--- src/rtl/ro_sched_pkg.sv ---
package ro_sched_pkg;
    localparam int TC_W   = 3;
    localparam int NUM_TC = 1 << TC_W;
    localparam int EG_W   = 3;
    localparam int NUM_EG = 1 << EG_W;
    localparam int TAG_W  = 8;
    localparam int CFG_W  = 32;
    localparam int LANES  = CFG_W / NUM_TC;

    typedef struct packed {
        logic [TC_W-1:0]  tc;
        logic [EG_W-1:0]  eg;
        logic             np;
        logic [TAG_W-1:0] tag;
    } desc_t;
endpackage

--- src/rtl/ro_en_reg.sv ---
module ro_en_reg
    import ro_sched_pkg::*;
#(
    parameter int PORT_ID = 0
) (
    input  logic              clk,
    input  logic              rst_n,
    input  logic              cfg_we,
    input  logic [CFG_W-1:0]  cfg_wdata,
    output logic [NUM_TC-1:0] en
);
    localparam int LANE = PORT_ID % LANES;

    logic [NUM_TC-1:0] en_d, en_q;

    always_comb begin
        en_d = en_q;
        if (cfg_we) begin
            en_d = cfg_wdata[LANE*NUM_TC +: NUM_TC];
        end
    end

    always_ff @(posedge clk) begin
        if (!rst_n) en_q <= '0;
        else        en_q <= en_d;
    end

    assign en = en_q;

    // the own byte lane is taken on a write
    p_lane_load_r2: assert property (@(posedge clk) disable iff (!rst_n)
        cfg_we |=> en_q == $past(cfg_wdata[LANE*NUM_TC +: NUM_TC]));

    // the enable holds without a write
    p_en_hold_r2: assert property (@(posedge clk) disable iff (!rst_n)
        !cfg_we |=> $stable(en_q));
endmodule

--- src/rtl/ro_queue.sv ---
module ro_queue
    import ro_sched_pkg::*;
#(
    parameter int DEPTH = 16
) (
    input  logic                      clk,
    input  logic                      rst_n,
    input  logic                      push,
    input  desc_t                     push_desc,
    input  logic                      pop,
    input  logic [$clog2(DEPTH)-1:0]  pop_idx,
    output desc_t [DEPTH-1:0]         ents,
    output logic [$clog2(DEPTH+1)-1:0] cnt
);
    localparam int IDX_W = $clog2(DEPTH);
    localparam int CNT_W = $clog2(DEPTH+1);

    typedef struct packed {
        desc_t [DEPTH-1:0] ent;
        logic [CNT_W-1:0]  cnt;
    } q_st_t;

    q_st_t st_d, st_q;
    logic [CNT_W-1:0] wr_pos;

    always_comb begin
        st_d   = st_q;
        wr_pos = st_q.cnt - CNT_W'(pop);
        // close the gap left by the issued entry
        for (int i = 0; i < DEPTH-1; i++) begin
            if (pop && (IDX_W'(i) >= pop_idx)) begin
                st_d.ent[i] = st_q.ent[i+1];
            end
        end
        // append behind the youngest remaining entry
        for (int i = 0; i < DEPTH; i++) begin
            if (push && (CNT_W'(i) == wr_pos)) begin
                st_d.ent[i] = push_desc;
            end
        end
        st_d.cnt = st_q.cnt + CNT_W'(push) - CNT_W'(pop);
    end

    always_ff @(posedge clk) begin
        if (!rst_n) st_q <= '0;
        else        st_q <= st_d;
    end

    assign ents = st_q.ent;
    assign cnt  = st_q.cnt;

    // occupancy never exceeds the depth
    p_no_overflow_r3: assert property (@(posedge clk) disable iff (!rst_n)
        st_q.cnt <= CNT_W'(DEPTH));

    // an accepted descriptor without an issue grows the queue by one
    p_push_grow_r3: assert property (@(posedge clk) disable iff (!rst_n)
        (push && !pop) |=> st_q.cnt == $past(st_q.cnt) + CNT_W'(1));

    // an issue without an accept shrinks the queue by one
    p_pop_shrink_r11: assert property (@(posedge clk) disable iff (!rst_n)
        (pop && !push) |=> st_q.cnt == $past(st_q.cnt) - CNT_W'(1));

    // simultaneous accept and issue leaves occupancy unchanged
    p_swap_keep_r11: assert property (@(posedge clk) disable iff (!rst_n)
        (pop && push) |=> $stable(st_q.cnt));

    // only a held entry is ever issued
    p_pop_held_r9: assert property (@(posedge clk) disable iff (!rst_n)
        pop |-> CNT_W'(pop_idx) < st_q.cnt);
endmodule

--- src/rtl/ro_elig.sv ---
module ro_elig
    import ro_sched_pkg::*;
#(
    parameter int DEPTH = 16
) (
    input  desc_t [DEPTH-1:0]          ents,
    input  logic [$clog2(DEPTH+1)-1:0] cnt,
    input  logic [NUM_TC-1:0]          en,
    input  logic [NUM_EG-1:0]          eg_ready,
    output logic [DEPTH-1:0]           elig
);
    localparam int CNT_W = $clog2(DEPTH+1);

    for (genvar gi = 0; gi < DEPTH; gi++) begin : g_ent
        logic blocked;
        logic held;

        always_comb begin
            blocked = 1'b0;
            for (int j = 0; j < gi; j++) begin
                if (ents[j].tc == ents[gi].tc) begin
                    if (!en[ents[gi].tc] ||
                        (ents[j].eg == ents[gi].eg) ||
                        ents[j].np || ents[gi].np) begin
                        blocked = 1'b1;
                    end
                end
            end
        end

        assign held     = CNT_W'(gi) < cnt;
        assign elig[gi] = held && eg_ready[ents[gi].eg] && !blocked;
    end
endmodule

--- src/rtl/ro_pick.sv ---
module ro_pick #(
    parameter int DEPTH = 16
) (
    input  logic [DEPTH-1:0]         elig,
    output logic                     found,
    output logic [$clog2(DEPTH)-1:0] idx
);
    localparam int IDX_W = $clog2(DEPTH);

    always_comb begin
        found = 1'b0;
        idx   = '0;
        for (int i = DEPTH-1; i >= 0; i--) begin
            if (elig[i]) begin
                found = 1'b1;
                idx   = IDX_W'(i);
            end
        end
    end
endmodule

--- src/rtl/ro_pkt_sched.sv ---
module ro_pkt_sched
    import ro_sched_pkg::*;
#(
    parameter int DEPTH   = 16,
    parameter int PORT_ID = 0
) (
    input  logic              clk,
    input  logic              rst_n,
    input  logic              in_valid,
    output logic              in_ready,
    input  logic [TC_W-1:0]   in_tc,
    input  logic [EG_W-1:0]   in_eg,
    input  logic              in_np,
    input  logic [TAG_W-1:0]  in_tag,
    input  logic [NUM_EG-1:0] eg_ready,
    output logic              out_valid,
    output logic [TC_W-1:0]   out_tc,
    output logic [EG_W-1:0]   out_eg,
    output logic              out_np,
    output logic [TAG_W-1:0]  out_tag,
    input  logic              cfg_we,
    input  logic [CFG_W-1:0]  cfg_wdata,
    output logic [NUM_TC-1:0] cfg_en
);
    localparam int IDX_W = $clog2(DEPTH);
    localparam int CNT_W = $clog2(DEPTH+1);

    typedef struct packed {
        logic  vld;
        desc_t d;
    } ost_t;

    desc_t [DEPTH-1:0] ents;
    logic [CNT_W-1:0]  cnt;
    logic [DEPTH-1:0]  elig;
    logic              found;
    logic [IDX_W-1:0]  pick_idx;
    logic [NUM_TC-1:0] en;
    logic              push;
    desc_t             in_desc;
    ost_t              o_d, o_q;

    assign in_ready = cnt < CNT_W'(DEPTH);
    assign push     = in_valid && in_ready;
    assign in_desc  = '{tc: in_tc, eg: in_eg, np: in_np, tag: in_tag};

    ro_en_reg #(.PORT_ID(PORT_ID)) u_en (
        .clk       (clk),
        .rst_n     (rst_n),
        .cfg_we    (cfg_we),
        .cfg_wdata (cfg_wdata),
        .en        (en)
    );

    ro_queue #(.DEPTH(DEPTH)) u_q (
        .clk       (clk),
        .rst_n     (rst_n),
        .push      (push),
        .push_desc (in_desc),
        .pop       (found),
        .pop_idx   (pick_idx),
        .ents      (ents),
        .cnt       (cnt)
    );

    ro_elig #(.DEPTH(DEPTH)) u_elig (
        .ents     (ents),
        .cnt      (cnt),
        .en       (en),
        .eg_ready (eg_ready),
        .elig     (elig)
    );

    ro_pick #(.DEPTH(DEPTH)) u_pick (
        .elig  (elig),
        .found (found),
        .idx   (pick_idx)
    );

    always_comb begin
        o_d     = o_q;
        o_d.vld = found;
        if (found) begin
            o_d.d = ents[pick_idx];
        end
    end

    always_ff @(posedge clk) begin
        if (!rst_n) o_q <= '0;
        else        o_q <= o_d;
    end

    assign out_valid = o_q.vld;
    assign out_tc    = o_q.d.tc;
    assign out_eg    = o_q.d.eg;
    assign out_np    = o_q.d.np;
    assign out_tag   = o_q.d.tag;
    assign cfg_en    = en;

    // ---------------- assertions ----------------
    logic [NUM_EG-1:0] rdy_seen_q;
    logic              older_tc;
    logic              older_tc_eg;

    always_ff @(posedge clk) begin
        rdy_seen_q <= eg_ready;
    end

    always_comb begin
        older_tc    = 1'b0;
        older_tc_eg = 1'b0;
        for (int j = 0; j < DEPTH; j++) begin
            if ((IDX_W'(j) < pick_idx) && (ents[j].tc == ents[pick_idx].tc)) begin
                older_tc = 1'b1;
                if (ents[j].eg == ents[pick_idx].eg) older_tc_eg = 1'b1;
            end
        end
    end

    // issued descriptor had its egress ready in the selection cycle
    p_egress_ready_r9: assert property (@(posedge clk) disable iff (!rst_n)
        out_valid |-> rdy_seen_q[out_eg]);

    // no eligible entry is older than the one picked
    p_oldest_first_r9: assert property (@(posedge clk) disable iff (!rst_n)
        found |-> (elig & ((DEPTH'(1) << pick_idx) - DEPTH'(1))) == '0);

    // an issue needs a non-empty queue in the previous cycle
    p_issue_nonempty_r9: assert property (@(posedge clk) disable iff (!rst_n)
        out_valid |-> $past(cnt) != '0);

    // strict class never overtakes an older same-class entry
    p_strict_order_r4: assert property (@(posedge clk) disable iff (!rst_n)
        (found && !en[ents[pick_idx].tc]) |-> !older_tc);

    // same class and same egress never overtaken
    p_same_egress_r6: assert property (@(posedge clk) disable iff (!rst_n)
        found |-> !older_tc_eg);

    // a non-posted entry never passes its class
    p_np_barrier_r7: assert property (@(posedge clk) disable iff (!rst_n)
        (found && ents[pick_idx].np) |-> !older_tc);

    // issue strobe lasts one cycle per selection
    p_out_follows_r10: assert property (@(posedge clk) disable iff (!rst_n)
        found |=> out_valid);
endmodule

--- config.mk ---
export PLATFORM = sky130hd
export DESIGN_NAME = ro_pkt_sched
export DESIGN_NICKNAME = d
export VERILOG_FILES = /design/src/rtl/ro_sched_pkg.sv /design/src/rtl/ro_en_reg.sv /design/src/rtl/ro_queue.sv /design/src/rtl/ro_elig.sv /design/src/rtl/ro_pick.sv /design/src/rtl/ro_pkt_sched.sv
export SDC_FILE = /design/constraint.sdc
export NUM_CORES = 1
export LEC_CHECK = 0
export ABC_AREA = 1
export BUFFER_PORTS_ARGS = -buffer_cell sky130_fd_sc_hd__buf_4
export CAP_MARGIN = 20
export CORE_ASPECT_RATIO = 1.5
export CORE_UTILIZATION = 35
export DETAILED_ROUTE_END_ITERATION = 10
export PLACE_DENSITY = 0.51
export SYNTH_ARGS = -nofsm -noshare
export SYNTH_HDL_FRONTEND = slang
export SYNTH_HIERARCHICAL = 1
export SYNTH_SLANG_ARGS = --single-unit
export TNS_END_PERCENT = 5
--- constraint.sdc ---
create_clock -name clk -period 4.03 [get_ports clk]
set_input_delay 0.403 -clock clk [delete_from_list [all_inputs] [get_ports clk]]
set_output_delay 0.403 -clock clk [all_outputs]
set_load 0.05 [all_outputs]
==> results of run 1 <==
==> placed cells by master, fill, tap and decap left out, types with 17 or more instances in the layout <==
master,count
sky130_fd_sc_hd__buf_6,51
sky130_fd_sc_hd__buf_4,733
sky130_fd_sc_hd__nand2_1,1657
sky130_fd_sc_hd__inv_2,32
sky130_fd_sc_hd__nor2_4,23
sky130_fd_sc_hd__nand4_1,21
sky130_fd_sc_hd__clkbuf_16,43
sky130_fd_sc_hd__a21oi_2,19
sky130_fd_sc_hd__nand3_2,54
sky130_fd_sc_hd__inv_1,260
sky130_fd_sc_hd__buf_12,193
sky130_fd_sc_hd__dfxtp_1,223
sky130_fd_sc_hd__nor2_1,387
sky130_fd_sc_hd__nor3_1,63
sky130_fd_sc_hd__nand2_4,17
sky130_fd_sc_hd__nand3_1,563
sky130_fd_sc_hd__xor2_1,221
sky130_fd_sc_hd__nand3b_1,20
sky130_fd_sc_hd__dfxtp_2,41
sky130_fd_sc_hd__nand2_2,56
sky130_fd_sc_hd__o21ai_0,125
sky130_fd_sc_hd__o211ai_1,26
sky130_fd_sc_hd__nor2_2,27
sky130_fd_sc_hd__a21oi_1,275
sky130_fd_sc_hd__xnor2_1,436
==> final cells by class <==
class	count	area, µm²	area share
inverters	311	1220	0.0294
clock inverters	16	173	0.00418
repair buffers	999	10400	0.252
multi-input cells	4077	21800	0.527
well taps	1122	1400	0.0340
clock buffers	40	880	0.0213
flip-flops and latches	269	5460	0.132
==> state kept, by name, indices dropped and copies added, names as in the netlist <==
| signal | cells |
|---|---|
| u_q/ents | 240 |
| out_tag | 8 |
| u_en/en | 8 |
| u_q/cnt | 5 |
| out_eg | 3 |
| out_tc | 3 |
| out_np | 1 |
| out_valid | 1 |
==> how the worst max path moves through the flow <==
stage,start,endpoint,slack (ns)
6_report,u_q/ents[59],u_q/ents[40],-0.13
4_1_cts,u_q/ents[207],u_q/ents[164],-0.03
3_3_place_gp,u_q/ents[147],u_q/ents[207],-0.71
5_1_grt,u_q/ents[73],u_q/ents[126],-0.22
3_5_place_dp,u_q/ents[148],u_q/ents[207],-0.68
2_1_floorplan,u_en/en[5],u_q/ents[181],0.08
==> critical path: stages, from the launching register on <==
cell                        delay [ns]
sky130_fd_sc_hd__dfxtp_1          0.34
sky130_fd_sc_hd__buf_12           0.15
sky130_fd_sc_hd__buf_12           0.15
sky130_fd_sc_hd__xor2_1           0.16
sky130_fd_sc_hd__nor3_1           0.32
sky130_fd_sc_hd__buf_4            0.17
sky130_fd_sc_hd__nand2_1          0.04
sky130_fd_sc_hd__nand4_1          0.09
sky130_fd_sc_hd__nor2_1           0.05
sky130_fd_sc_hd__inv_1            0.07
sky130_fd_sc_hd__nand4_1          0.23
sky130_fd_sc_hd__nor4_4           0.41
sky130_fd_sc_hd__nand2_4          0.16
sky130_fd_sc_hd__ha_4             0.21
sky130_fd_sc_hd__ha_4             0.18
sky130_fd_sc_hd__xnor2_4          0.24
sky130_fd_sc_hd__inv_2            0.06
sky130_fd_sc_hd__buf_4            0.15
sky130_fd_sc_hd__nor2_2           0.13
sky130_fd_sc_hd__buf_6            0.17
sky130_fd_sc_hd__nand2_4          0.11
sky130_fd_sc_hd__clkbuf_16        0.21
sky130_fd_sc_hd__nand3_1          0.08
sky130_fd_sc_hd__a21oi_1          0.06
==> per-stage QoR <==
step                      setup slack (ns)  utilization  instances
after floorplan                     0.0765            -       5069
after global placement              -0.706        0.452       6708
after detailed placement            -0.679        0.452       6708
after CTS                          -0.0256        0.470       6774
after global routing                -0.225        0.492       6834
final                               -0.135        0.492       6834
==> routing by layer <==
| layer | track usage | up-vias | wire, µm |
|---|---|---|---|
| li1 | - | 17200 | - |
| met1 | 0.366 | 16600 | 54700 |
| met3 | 0.0411 | 652 | 8950 |
| met2 | 0.610 | 1517 | 74800 |
| met5 | 0 | - | 23 |
| met4 | 0.339 | 4 | 18900 |
==> repair_timing <==
action,4_1_cts,5_1_grt
pin swaps,15,96
cloned,0,17
hold buffers,0,0
setup buffers,10,43
endpoints found under the hold margin,0,0
endpoints found under the setup margin,257,257
gates resized for setup,98,316
==> cells by family after synthesis <==
group / count (synthesis)
AOI/OAI and AO/OA: 483
and+or+nand+nor: 2915
buffers and inverters: 724
DFF: 269
xor gates and xnor gates: 666
adders and majority gates: 12
==> impl_metrics.sql, run 1 <==
INSERT INTO impl_metrics (metric_group, metric, value, unit) VALUES
('floorplanning', 'design.core.area', '83900', 'µm²'),
('global_route', 'gr_util_all_layers', '0.352', ''),
('synthesis', 'post_synthesis_cell_count', '5069', ''),
('status', 'status', 'complete, but fails checks', ''),
('cts', 'clock_transition_at_path_regs', '0.06', 'ns'),
('timing', 'hold-worst-slack', '0.0879', 'ns'),
('routing', 'num_vias', '35900', ''),
('critical_path', 'r2r_start', 'u_q/ents[59]', ''),
('synthesis', 'synth_fa_ha_area_frac', '0.00531', ''),
('finish', 'nFillCells', '8759', ''),
('floorplanning', 'fp.dieH', '359', 'µm'),
('finish', 'antenna_cells', '0', ''),
('min_path', 'hold-path-endpoint', 'u_en/en[7]', ''),
('place', 'detailed_place.area', '37900', 'µm²'),
('synthesis', 'synth.yosys.seq_area_share', '0.181', ''),
('synthesis', 'synth_seq_cells', '269', ''),
('min_path', 'hp-class', 'in2reg', ''),
('cts', 'worstSkewPairLatency', '0.61', 'ns'),
('timing', 'max_slew_margin', '0.307', ''),
('status', 'failed_checks', 'setup timing', ''),
('routing', 'detailedRoute.firstPassIterationCount', '5', ''),
('timing', 'setup_ws', '-0.135', 'ns'),
('synthesis', 'synth-compound-area-share', '0.0867', ''),
('synthesis', 'synth_xor_area_frac', '0.197', ''),
('critical_path', 'critical_path_type', 'reg2reg', ''),
('synthesis', 'netlist_area', '29700', 'µm²'),
('global_route', 'initial_antenna_violation_count', '3', ''),
('cts', 'cts_tree', 'yes', ''),
('routing', 'vias_per_cell', '5.26', ''),
('run', 'cap_violations', '0', ''),
('routing', 'totalWireLength', '157', 'mm'),
('routing', 'route.detailed.wl_per_inst', '23.0', 'µm'),
('synthesis', 'synth_top_family_by_area', 'simple AND/OR/NAND/NOR gates', ''),
('critical_path', 'r2r_setup_slack', '-0.13', 'ns'),
('timing', 'post-route-period-util', '1.03', ''),
('synthesis', 'yosys-top-cells-area', 'sky130_fd_sc_hd__nand2_1, sky130_fd_sc_hd__dfxtp_1, sky130_fd_sc_hd__xnor2_1', ''),
('timing', 'max_freq', '240', 'MHz'),
('cts', 'cts_max_path_buffers', '3', ''),
('global_route', 'gr-total-overflow', '0', ''),
('cts', 'number_of_clock_buffers_inserted_by_tritoncts', '30', ''),
('global_route', 'global_route_wire_length_before_repair', '221', 'mm'),
('timing', 'final_period_minus_worst_setup_slack', '4.16', 'ns'),
('synthesis', 'synthMuxAreaShare', '0', ''),
('critical_path', 'reg2reg_depth', '23', ''),
('place', 'io_buffer_count', '59', ''),
('critical_path', 'critical_path_required', '4.47', 'ns'),
('synthesis', 'synth-edff-count', '0', ''),
('global_route', 'maximum_number_of_pins_on_one_net_before_global_route_repair', '93', ''),
('synthesis', 'synth_ff_type', 'sky130_fd_sc_hd__dfxtp_1', ''),
('timing', 'timing.final.max_slew_violations', '0', ''),
('synthesis', 'synth_nets', '5140', ''),
('cts', 'tritoncts_num_sinks', '269', ''),
('synthesis', 'yosys.area.top_type_share', '0.217', ''),
('timing', 'setup-violations-final', '131', ''),
('place', 'dp.final_hpwl', '118', 'mm'),
('timing', 'rsz0062_at_grt', 'true', ''),
('synthesis', 'synth-async-reset-ratio', '0', ''),
('floorplanning', 'die_area', '86100', 'µm²'),
('synthesis', 'ys_warn_count', '6', ''),
('floorplanning', 'rows', '130', ''),
('min_path', 'hold-path-cell-count', '5', ''),
('global_route', 'first_global_vias', '33900', ''),
('timing', 'worst_slew_pin_slew', '1.04', 'ns'),
('timing', 'number_of_endpoints_with_negative_hold_slack_in_the_final_report', '0', ''),
('finish', 'layout-area-overhead-vs-synth', '39.1', '%'),
('critical_path', 'cp.arrival', '4.60', 'ns'),
('place', 'globalplace.congestion', '1.07', ''),
('timing', 'final.setup_skew', '0.0244', 'ns'),
('routing', 'drt.antenna.violating_nets', '0', ''),
('synthesis', 'synth_simple_gate_area_frac', '0.409', ''),
('floorplanning', 'initial_utilization', '0.354', '');
Power of run 1 is left out: the tool's default activity adds up to more than one toggle a clock period on the data nets, which glitch-free logic cannot reach.
==> inputs of run 2 (changes only) <==
--- a/config.mk
+++ b/config.mk
@@ -14,6 +14,5 @@
 export PLACE_DENSITY = 0.51
 export SYNTH_ARGS = -nofsm -noshare
 export SYNTH_HDL_FRONTEND = slang
-export SYNTH_HIERARCHICAL = 1
 export SYNTH_SLANG_ARGS = --single-unit
 export TNS_END_PERCENT = 5
==> run 2 against run 1 <==
  * The flow still finishes with violations (setup timing)
  * Critical path depth grew 6
  * Design area down 4.5%
  * Synthesized area decreased by 8.2%
  * Worst hold slack worse by 0.061 ns
  * Critical path type unchanged
  * Largest cell class unchanged
  * Highest routed layer unchanged
==> impl_metrics.sql, run 2 <==
INSERT INTO impl_metrics (metric_group, metric, value, unit) VALUES
('synthesis', 'synth_seq_cells', '269', ''),
('place', 'dp.final_hpwl', '132', 'mm'),
('finish', 'flip_flop_count_of_the_largest_register_after_layout', '240', ''),
('routing', 'route.detailed.wl_per_inst', '28.2', 'µm'),
('synthesis', 'synth_largest_area_cell', 'sky130_fd_sc_hd__dfxtp_1', ''),
('synthesis', 'synth.yosys.seq_area_share', '0.197', ''),
('place', 'dpl.cell_count', '6028', ''),
('finish', 'finish.utilization', '0.511', ''),
('floorplanning', 'fp.dieH', '344', 'µm'),
('routing', 'vias_per_cell', '5.75', ''),
('synthesis', 'post_synthesis_cell_count', '4437', ''),
('cts', 'clock-root-buffer', 'sky130_fd_sc_hd__clkbuf_16', ''),
('floorplanning', 'die_area', '79100', 'µm²'),
('global_route', 'first_global_vias', '33800', ''),
('critical_path', 'setup.worst_path.start', 'u_en.en[5]', ''),
('finish', 'final_cells', '6170', ''),
('cts', 'cts_tree', 'yes', ''),
('synthesis', 'yosys.area.top_type_share', '0.197', ''),
('synthesis', 'synthMuxAreaShare', '0', ''),
('cts', 'cts-htree-levels', '2', ''),
('routing', 'num_vias', '35500', ''),
('min_path', 'hp-class', 'in2reg', ''),
('timing', 'max_slew_margin', '0.275', ''),
('place', 'pre_cts_slack', '-1.18', 'ns'),
('critical_path', 'timing.rr.end', 'u_q.ents[222]', ''),
('global_route', 'gr-total-overflow', '0', ''),
('synthesis', 'post_synth_num_cell_types', '54', ''),
('timing', 'final_period_minus_worst_setup_slack', '4.51', 'ns'),
('timing', 'post-route-period-util', '1.12', ''),
('finish', 'layout.cells.most_common_list', 'sky130_fd_sc_hd__nand2_1, sky130_fd_sc_hd__buf_4, sky130_fd_sc_hd__xnor2_1, sky130_fd_sc_hd__o21ai_0, sky130_fd_sc_hd__a21oi_1', ''),
('finish', 'layout_commonest_cell', 'sky130_fd_sc_hd__nand2_1', ''),
('cts', 'tritoncts_num_sinks', '269', ''),
('synthesis', 'yosys-top-cells-area', 'sky130_fd_sc_hd__dfxtp_1, sky130_fd_sc_hd__nand2_1, sky130_fd_sc_hd__xnor2_1', ''),
('critical_path', 'critical_path_required', '4.51', 'ns'),
('timing', 'timing.final.max_slew_violations', '0', ''),
('floorplanning', 'floorplan.io_pins', '84', ''),
('synthesis', 'synth-edff-count', '0', ''),
('timing', 'setup_ws', '-0.478', 'ns'),
('critical_path', 'cp.arrival', '4.99', 'ns'),
('critical_path', 'r2r_start', 'u_en.en[5]', ''),
('timing', 'finalSetupTns', '-53.39', 'ns'),
('global_route', 'initial_antenna_violation_count', '7', ''),
('place', 'io_buffer_count', '59', ''),
('finish', 'design.final.nets', '5205', ''),
('synthesis', 'synth-async-reset-ratio', '0', ''),
('synthesis', 'synth_xor_area_frac', '0.191', ''),
('timing', 'max_freq', '222', 'MHz'),
('routing', 'dr.first_iter.drc_count', '3857', ''),
('routing', 'totalWireLength', '174', 'mm'),
('min_path', 'hold_path_startpoint', 'cfg_wdata[0]', ''),
('synthesis', 'synth.avg_cell_area', '6.15', 'µm²'),
('routing', 'detailedRoute.firstPassIterationCount', '7', ''),
('timing', 'number_of_endpoints_with_negative_hold_slack_in_the_final_report', '0', ''),
('global_route', 'global_route_wire_length_before_repair', '242', 'mm'),
('status', 'status', 'complete, but fails checks', ''),
('synthesis', 'synth_ff_type', 'sky130_fd_sc_hd__dfxtp_1', ''),
('synthesis', 'synth_fa_ha_area_frac', '0.00807', ''),
('floorplanning', 'initial_utilization', '0.353', ''),
('critical_path', 'crit_end', 'u_q.ents[222]', ''),
('routing', 'drt.antenna.violating_nets', '0', ''),
('global_route', 'gr_util_all_layers', '0.425', ''),
('timing', 'setup-violations-final', '254', ''),
('synthesis', 'netlist_area', '27300', 'µm²'),
('routing', 'route.detailed.drc', '0', ''),
('synthesis', 'synth_top_family_by_area', 'simple AND/OR/NAND/NOR gates', ''),
('critical_path', 'crit_path_start_kind', 'flip-flop', ''),
('floorplanning', 'rows', '125', ''),
('global_route', 'maximum_number_of_pins_on_one_net_before_global_route_repair', '82', ''),
('floorplanning', 'die_width', '230', 'µm'),
('critical_path', 'critical_path_type', 'reg2reg', ''),
('run', 'cap_violations', '0', ''),
('status', 'failed_checks', 'setup timing', ''),
('cts', 'cts_max_path_buffers', '3', ''),
('finish', 'layout-area-overhead-vs-synth', '44.7', '%'),
('synthesis', 'post_synth_most_frequent_cells', 'sky130_fd_sc_hd__nand2_1, sky130_fd_sc_hd__o21ai_0, sky130_fd_sc_hd__xnor2_1', ''),
('critical_path', 'crit_path_most_repeated_cell', 'sky130_fd_sc_hd__nor2_4', ''),
('finish', 'nFillCells', '7886', ''),
('cts', 'worstSkewPairLatency', '0.61', 'ns'),
('cts', 'number_of_clock_buffers_inserted_by_tritoncts', '34', ''),
('critical_path', 'reg2reg_depth', '29', ''),
('synthesis', 'synth_nets', '4513', ''),
('synthesis', 'synth-compound-area-share', '0.216', ''),
('floorplanning', 'design.core.area', '77300', 'µm²'),
('synthesis', 'ys_warn_count', '0', ''),
('critical_path', 'slowest_delay', '0.34', 'ns'),
('synthesis', 'synth_simple_gate_area_frac', '0.273', ''),
('critical_path', 'crit_fanout', '6', ''),
('critical_path', 'slowest_stage', 'sky130_fd_sc_hd__a211oi_2', ''),
('cts', 'clock_transition_at_path_regs', '0.06', 'ns'),
('place', 'globalplace.congestion', '1.09', ''),
('critical_path', 'r2r_setup_slack', '-0.48', 'ns'),
('synthesis', 'synthMostInstantiatedCell', 'sky130_fd_sc_hd__nand2_1', ''),
('timing', 'final.setup_skew', '0.0420', 'ns'),
('finish', 'drive_above_1_share', '0.285', ''),
('timing', 'rsz0062_at_grt', 'true', ''),
('critical_path', 'cp-end-kind', 'flip-flop', ''),
('timing', 'worst_slew_pin_slew', '1.08', 'ns');
-- run 2: cell types whose count changed after synthesis, sizes merged, moves of 64 or more --
cell,delta
buf,-64
nor2,-208
nand2,-672
a31oi,+86
o21ai,+392
nand3,-307
clkbuf,+76
-- run 2: repair_timing --
action | 4_1_cts | 5_1_grt
gates cloned | 6 | 5
gates resized for setup | 262 | 331
pin swaps | 40 | 86
hold buffers | 0 | 0
setup buffers | 36 | 38
endpoints found under the setup margin | 259 | 259
-- run 2: cell families (layout without fill, tap and decap cells) --
group,Yosys count,count (layout)
buffers and inverters,695,1410
adder cells (fa/ha/maj),17,17
flip-flops,269,269
other,0,1
AND/OR/NAND/NOR,1774,1775
XOR/XNOR,595,595
AO/OA/AOI/OAI,1087,1087
-- run 2: worst min path at each step --
stage | to | slack (ns) | cells after the start
floorplan | u_q.ents[201] | 0.44 | 2
global placement | u_q.ents[4] | 0.45 | 2
detailed placement | u_q.ents[0] | 0.45 | 2
CTS | u_en.en[0] | 0.01 | 3
global route | u_en.en[0] | 0.05 | 3
finish | u_en.en[0] | 0.03 | 3
-- run 2: area by class of cell --
| class | instances | area, µm² | area share |
|---|---|---|---|
| repair buffers | 1079 | 10400 | 0.264 |
| repair inverters | 1 | 7.51 | 0.000190 |
| clock inverters | 16 | 263 | 0.00666 |
| well taps | 1016 | 1270 | 0.0322 |
| multi-input cells | 3474 | 20000 | 0.508 |
| inverters | 270 | 1080 | 0.0274 |
| flip-flops and latches | 269 | 5460 | 0.138 |
| clock buffers | 44 | 938 | 0.0238 |
| diodes | 1 | 2.50 | 0.0000634 |
-- run 2: per-stage QoR --
| step | cell area, µm² | hold WS, ns |
|---|---|---|
| floorplan | 27300 | 0.436 |
| global placement | 35700 | 0.451 |
| detailed placement | 35700 | 0.454 |
| CTS | 38100 | 0.0115 |
| global route | 39500 | 0.0545 |
| finish | 39500 | 0.0264 |
-- run 2: critical path, delay by kind of cell (launching register included) --
family	cells	cell delay, ns
flops	1	0.33
fa+ha+maj	2	0.35
simple gates	11	1.44
compound gates	7	1.15
buf+inv	9	1.10
-- run 2: per-layer routing --
layer  up-vias  track usage  share of wire
li1      16100            -              -
met1     16600        0.457           0.34
met2      2032        0.706           0.46
met3       820       0.0832          0.083
met4        14        0.392           0.12
met5         -      0.00421        0.00077
Power of run 2 is left out for the same reason.
